**src/rtl/reset_pulser_pkg.sv**
```systemverilog
package reset_pulser_pkg;

    typedef enum logic [1:0] {
        PS_IDLE = 2'd0,
        PS_COLD = 2'd1,
        PS_WARM = 2'd2
    } pulse_state_e;

    typedef struct packed {
        logic valid;
        logic cold;
    } pulse_req_t;

    function automatic longint max2(input longint a, input longint b);
        return (a > b) ? a : b;
    endfunction

    function automatic longint ceil_cycles(input longint khz, input longint ns);
        return (khz * ns + 64'd999_999) / 64'd1_000_000;
    endfunction

    function automatic longint floor_cycles(input longint khz, input longint ns);
        return (khz * ns) / 64'd1_000_000;
    endfunction

    // Long pulse: requested length, but always beyond the debounce window.
    function automatic longint cold_cycles(input longint khz, input longint len_us,
                                           input longint deb_us);
        return max2(max2(ceil_cycles(khz, len_us * 1000),
                         floor_cycles(khz, deb_us * 1000) + 1), 1);
    endfunction

    // Short pulse: requested length, never below the minimum width.
    function automatic longint warm_cycles(input longint khz, input longint len_ns,
                                           input longint min_ns);
        return max2(max2(ceil_cycles(khz, len_ns), ceil_cycles(khz, min_ns)), 1);
    endfunction

endpackage

```
**src/rtl/reset_pulser_cnt.sv**
```systemverilog
module reset_pulser_cnt #(
    parameter int W = 8
) (
    input  logic         clk,
    input  logic         rst,
    input  logic         load_i,
    input  logic [W-1:0] value_i,
    output logic         done_o
);
    logic [W-1:0] cnt_q;

    always_ff @(posedge clk) begin
        if (rst) begin
            cnt_q <= '0;
        end else if (load_i) begin
            cnt_q <= value_i;
        end else if (cnt_q != '0) begin
            cnt_q <= cnt_q - 1'b1;
        end
    end

    assign done_o = (cnt_q == '0);
endmodule

```
**src/rtl/reset_pulser_fsm.sv**
```systemverilog
module reset_pulser_fsm
    import reset_pulser_pkg::*;
#(
    parameter int           W       = 8,
    parameter logic [W-1:0] COLD_LD = '1,
    parameter logic [W-1:0] WARM_LD = '1
) (
    input  logic         clk,
    input  logic         rst,
    input  logic         start_i,
    input  logic         cold_sel_i,
    input  logic         sense_n_i,
    input  logic         done_i,
    output logic         load_o,
    output logic [W-1:0] load_val_o,
    output pulse_state_e state_o
);
    pulse_state_e state_q, state_d;
    pulse_req_t   req;

    always_comb begin
        req.cold  = cold_sel_i;
        req.valid = start_i && (state_q == PS_IDLE) && (!cold_sel_i || sense_n_i);
    end

    always_comb begin
        state_d    = state_q;
        load_o     = 1'b0;
        load_val_o = req.cold ? COLD_LD : WARM_LD;
        unique case (state_q)
            PS_IDLE: begin
                if (req.valid) begin
                    load_o  = 1'b1;
                    state_d = req.cold ? PS_COLD : PS_WARM;
                end
            end
            PS_COLD, PS_WARM: begin
                if (done_i) state_d = PS_IDLE;
            end
            default: state_d = PS_IDLE;
        endcase
    end

    always_ff @(posedge clk) begin
        if (rst) state_q <= PS_IDLE;
        else     state_q <= state_d;
    end

    assign state_o = state_q;
endmodule

```
**src/rtl/reset_pulser.sv**
```systemverilog
module reset_pulser
    import reset_pulser_pkg::*;
#(
    parameter int CLK_KHZ     = 100_000,
    parameter int COLD_US     = 20_000,
    parameter int DEBOUNCE_US = 16_000,
    parameter int WARM_NS     = 10_000,
    parameter int MIN_WARM_NS = 500
) (
    input  logic clk,
    input  logic rst,
    input  logic start_i,
    input  logic cold_sel_i,
    input  logic sys_rst_sense_n_i,
    output logic sys_rst_n_o,
    output logic cpu_init_n_o,
    output logic busy_o
);
    localparam int COLD_CYC = int'(cold_cycles(CLK_KHZ, COLD_US, DEBOUNCE_US));
    localparam int WARM_CYC = int'(warm_cycles(CLK_KHZ, WARM_NS, MIN_WARM_NS));
    localparam int MAX_CYC  = (COLD_CYC > WARM_CYC) ? COLD_CYC : WARM_CYC;
    localparam int CNT_W    = $clog2(MAX_CYC + 1);
    localparam logic [CNT_W-1:0] COLD_LD = CNT_W'(COLD_CYC - 1);
    localparam logic [CNT_W-1:0] WARM_LD = CNT_W'(WARM_CYC - 1);

    logic             load;
    logic [CNT_W-1:0] load_val;
    logic             done;
    pulse_state_e     state;

    reset_pulser_fsm #(
        .W       (CNT_W),
        .COLD_LD (COLD_LD),
        .WARM_LD (WARM_LD)
    ) u_fsm (
        .clk        (clk),
        .rst        (rst),
        .start_i    (start_i),
        .cold_sel_i (cold_sel_i),
        .sense_n_i  (sys_rst_sense_n_i),
        .done_i     (done),
        .load_o     (load),
        .load_val_o (load_val),
        .state_o    (state)
    );

    reset_pulser_cnt #(
        .W (CNT_W)
    ) u_cnt (
        .clk     (clk),
        .rst     (rst),
        .load_i  (load),
        .value_i (load_val),
        .done_o  (done)
    );

    assign sys_rst_n_o  = (state != PS_COLD);
    assign cpu_init_n_o = (state != PS_WARM);
    assign busy_o       = (state != PS_IDLE);
endmodule

```
**config.mk**
```make
export PLATFORM = sky130hd
export DESIGN_NAME = reset_pulser
export DESIGN_NICKNAME = d
export VERILOG_FILES = /design/src/rtl/reset_pulser_pkg.sv /design/src/rtl/reset_pulser_cnt.sv /design/src/rtl/reset_pulser_fsm.sv /design/src/rtl/reset_pulser.sv
export SDC_FILE = /design/constraint.sdc
export NUM_CORES = 1
export LEC_CHECK = 0
export ABC_AREA = 0
export BUFFER_PORTS_ARGS = -buffer_cell sky130_fd_sc_hd__buf_2
export CAP_MARGIN = 25
export CELL_PAD_IN_SITES_DETAIL_PLACEMENT = 1
export CELL_PAD_IN_SITES_GLOBAL_PLACEMENT = 1
export CORE_ASPECT_RATIO = 0.7
export CORE_MARGIN = 2
export CORE_UTILIZATION = 45
export CTS_CLUSTER_DIAMETER = 40
export CTS_CLUSTER_SIZE = 8
export DETAILED_ROUTE_END_ITERATION = 6
export HOLD_SLACK_MARGIN = 0.12
export PLACE_DENSITY = 0.87
export SYNTH_ARGS = -nofsm -noshare
export SYNTH_HDL_FRONTEND = slang
export SYNTH_SLANG_ARGS = --single-unit
export TNS_END_PERCENT = 1
```
**constraint.sdc**
```tcl
create_clock -name clk -period 2.5 [get_ports clk]
set_clock_uncertainty 0.05 [all_clocks]
set_input_delay 0.25 -clock clk [delete_from_list [all_inputs] [get_ports clk]]
set_output_delay 0.25 -clock clk [all_outputs]
set_load 0.005 [all_outputs]
```
Word level (Yosys, flattened, before mapping):

Cells that the tools add are included.

* register bits after elaboration: 23
* bits in latches: 0
* memory bits (writable): 0
* memory bits (read-only): 0
* input bits: 5
* output and inout bits: 3
* word-level logic and storage cells: 29
* memories kept: 0

* $add $sub $neg: 1
* multipliers: 0
* divide/modulo/power cells: 0
* magnitude comparators: 0
* equality and inequality tests: 6
* shifts and indexed selects: 0
* muxes and demuxes: 9
* bitwise operators: 0
* reduce and logical (&&, ||, !) cells: 11

Operators with widths (number)
* 21-bit two-way mux: 3
* 21-bit logical NOT: 1
* 21-bit nonzero test: 1
* 21-bit by 1-bit subtractor with 21-bit output (second input constant): 1
* 2-bit two-way mux: 3
* 2-bit by 1-bit inequality test with 1-bit output (second input constant): 2
* 2-bit inequality test (second input constant): 2
* 2-bit case mux with 2 select lines: 1
* 2-bit nonzero test: 2
* 2-bit by 1-bit == test with 1-bit output (second input constant): 1
* 2-bit == test (second input constant): 1
* 1-bit logical AND: 2
* 2-bit logical NOT: 1
* 1-bit two-way mux: 2
* 2-bit AND reduction: 1
* 2-bit OR reduction: 1
* 1-bit logical NOT: 1
* 1-bit logical OR: 1

Depth between registers and ports, before layout:

* depth after elaboration: 6
* gate-level depth with buffers: 8
* gate-level depth less buffers: 7

Modules after synthesis:

From an unflattened synthesis, not the netlist that was laid out.

* cells, all modules: 183
* area, all modules: 1476.4 sq um

Modules (own cells, without submodules)
* reset_pulser_cnt: instances 1, cells each 140, area an instance 1157.4 sq um, seq. area each 420.4 sq um
* reset_pulser_fsm: instances 1, cells each 40, area an instance 300.3 sq um, seq. area each 40.0 sq um
* reset_pulser: instances 1, cells each 3, area an instance 18.8 sq um, seq. area each 0.0 sq um

Worst setup path after synthesis:

Ideal clock, no wire load.

* path type: register to register
* from: register u_cnt.cnt_q[0]
* to: register u_cnt.cnt_q[10]
* library setup time: 0.134 ns
* arrival time: 1.717 ns
* data required time: 2.316 ns
* setup slack: 0.599 ns
* stages on the path, launching flop included: 8
* buffers on the path: 0
* clock period less this slack: 1.901 ns
* cell sequence: dfxtp_1 inv_1 ha_1 or4b_1 nor4_4 o21ai_0 xnor2_1 a21oi_1

* word-level cells in the longest chain between the ends: 3
* elaborated cells on any way between the ends: 5
* classes of those cells: add/sub (1); mux (2); reduce/logical (2)

RTL lines
* from (decl): RTL line reset_pulser_cnt.sv:10 `logic [W-1:0] cnt_q;`
* from (signal assigned): RTL line reset_pulser_cnt.sv:16 `cnt_q <= value_i;`
* from (signal assigned): RTL line reset_pulser_cnt.sv:18 `cnt_q <= cnt_q - 1'b1;`
* 21-bit by 1-bit subtractor with 21-bit output: RTL line reset_pulser_cnt.sv:18
* 21-bit two-way mux: RTL line reset_pulser_cnt.sv:17 `end else if (cnt_q != '0) begin`
* 21-bit two-way mux: RTL line reset_pulser_cnt.sv:15 `end else if (load_i) begin`

Several ways; a longest one is shown, not always the timed one. The select of a mux whose other input is x is not followed.
A chain may end at the register's enable or synchronous reset.

Final worst setup path:

Ends and elaborated chain as after synthesis.

==> impl_metrics.toml <==
[timing]
report.final.hold_viol_count = 0
max_freq_mhz = 464
final_min_period_over_clock_period_pct = 86.3
worst-slew-pin-transition_ps = 825
period_minus_slack_ps = 2160
layout_setup_ws_ps = 343
timing.final.setup_violations = 0
totalNegativeSetupSlack_ps = 0
timing.final.max_slew_violations = 0
max_slew_margin_pct = 44.8
rsz0062_at_grt = "false"

[die]
initial_core_utilization_pct = 46.9
die_y_um = 49.1
design.die.area_sq_um = 3350
io-pin-count = 8
die_x_um = 68.4
core_area_sq_um = 2780
placement_rows = 16

[setup_path]
critical_path.startpoint_type = "register"
cp_slowest_stage_delay_ps = 580
endpoint_kind = "register"
worstPathRequired_ps = 2610
worst_path_max_delay_cell = "or4b_1"
crit_fanout = 6
worst-r2r-cell-count = 7
worstPathCellList = "inv_1 -> ha_1 -> or4b_1 -> nor4_4 -> o21ai_0 -> xnor2_1 -> a21oi_1"
timing.critical_path.arrival_ps = 2270
timing.setup.critical_path_class = "reg -> reg"

[cts]
cts_setup_buffers = 0
clock_tree_from_tritoncts = "done"
clock-sinks = 23
cts_buffers = 3
cts_max_path_buffers = 2
insertion_delay_ps = 270
postCtsHoldBufs = 0
h_tree_levels = 1
clk_root_buf = "clkbuf_8"
cts-resized-gates = 0
clkSlewWorstSetupHoldPaths_ps = 80

[power_and_ir_drop]
totalPowerFinal_mw = 1.43
leakage_power_total_nw = 0.555
ir_drop_uv = 417
power_density_of_the_placed_cells_nw_per_um2 = 1010

[cells_and_area]
stdcell_count = 196
fin_nets = 171
diodes = 0
area.growth.synth_to_final_pct = 9.20
ratio_of_cells_with_drive_above_1_in_the_final_layout_pct = 11.9
finalInstanceArea_sq_um = 1430

[global_routing]
grtUsageTotal_pct = 23.6
grt_total_ovfl = 0
antenna_violations_before_repair = 0
grt_max_degree = 15
first_global_vias = 1249
first_pass_grt_wire_length_um = 5960

[outcome]
outcome = "finished, final reports clean"

[hold_path]
timing.hold.worst_path_depth = 3
min_path_type = "in -> reg"

[routing]
route.detailed.drc = 0
via_cell_ratio = 6.12
drtPass1Iterations = 4
wirelength_routed_um = 3360
detail-route-antenna-nets = 0
via_count = 1200
wl_per_instance_um = 17.1
initialDrtViolationCount = 54

[logic_synthesis]
synth.area.top_cells = "dfxtp_1 35%, xor2_1 6.7%, nor2_1 5.2%"
syn_inst = 153
postSynth.topFlopCell = "dfxtp_1"
synth-seq-cells = 23
synth.top_cell.area_share_pct = 35.3
synth.top_cells.by_count = "23 x dfxtp_1, 18 x nor2_1, 12 x inv_1"
synth_seq_area_share_pct = 35.3
synth-async-reset-ratio_pct = 0
synth_enable_flop_cells = 0
ys_types = 41
yosysWarnings = 0
synthDominantAreaCellType = "dfxtp_1"
synth.most_common_cell = "dfxtp_1"
synth.cell_area_sq_um = 1310
postSynthAreaPerCell_sq_um = 8.53
postSynthNetCount = 163

[placement]
pre_cts_ws_ps = 372
placement.io_buffers = 7
place_congestion = 0.816
postPlaceCellArea_sq_um = 1380
dp_hpwl_um = 2580
dp.cells = 192

[run]
drv_cap = 0
[per-stage QoR]
| step | util [%] | hold slack (ps) |
|---|---|---|
| 6_report | 51.2 | 252 |
| 4_1_cts | 51.2 | 247 |
| 5_1_grt | 51.2 | 249 |
| 2_1_floorplan | - | 379 |
| 3_3_place_gp | 49.6 | 427 |
| 3_5_place_dp | 49.6 | 463 |
[power by group]
group / internal, mW / switching (mW)
Combinational: 0.263 / 0.382
Sequential: 0.454 / 0.100
Clock: 0.114 / 0.122
Total: 0.831 / 0.603
[cell type report]
type | count | area [sq um]
Tap cell | 36 | 45.0
Sequential cell | 23 | 460
Multi-Input combinational cell | 111 | 772
Inverter | 12 | 45.0
Timing Repair Buffer | 10 | 57.6
Clock buffer | 4 | 45.0
Fill cell | 345 | 1360
[layout by cell type, fill, tap and decap left out, drive strengths merged]
cell type	instances
o22ai	5
a21oi	9
nor4	6
mux2i	2
or4b	1
nand3	2
a211oi	3
a211o	1
xor2	10
o311ai	1
dfxtp	23
nand2	3
ha	5
and2b	1
nand4	1
nor4b	1
a22oi	1
clkbuf	4
buf	10
o211a	1
and3	2
a311oi	1
o31ai	2
inv	12
xnor2	3
nor2	18
nand3b	1
o21ai	7
or3	2
nand2b	5
nand4b	1
or4	2
a31oi	2
or2	2
o211ai	7
nor3	3
[worst max-delay path, delay by kind of cell (launching register included)]
kind | cells | cell delay, ps
simple gates | 2 | 910
buf+inv | 1 | 90
flops | 1 | 350
fa+ha+maj | 1 | 210
compound gates | 2 | 280
xor+xnor | 1 | 170
[metal layers]
layer,part of all wire [%],up-vias,global-route usage (%)
met5,0,-,0
met4,1.8,0,8.00
li1,-,569,-
met2,49,26,37.4
met1,45,596,30.4
met3,3.7,9,6.70
[flip-flops by register name, summed over array words and instances, names as in the netlist]
signal	cells
u_cnt.cnt_q	21
u_fsm.state_o	2
[path summary, 6_finish.rpt]
kind	startpoint	to	slack (ps)
max	u_cnt.cnt_q[0]	u_cnt.cnt_q[10]	340
min	cold_sel_i	u_fsm.state_o[1]	250
max reg2reg	u_cnt.cnt_q[0]	u_cnt.cnt_q[10]	340
min reg2reg	u_fsm.state_o[1]	u_fsm.state_o[1]	470
[cells by family (layout without fill, tap and decap cells)]
logic type | after synthesis | in the layout | synth area share, %
DFF | 23 | 23 | 35.3
and+or+nand+nor | 51 | 51 | 24.0
xor gates and xnor gates | 13 | 13 | 8.72
adders and majority gates | 5 | 5 | 4.79
AOI/OAI and AO/OA | 40 | 40 | 20.1
buffers and inverters | 19 | 26 | 5.56
muxes | 2 | 2 | 1.53
No activity file was read; power rests on OpenSTA's default activity.
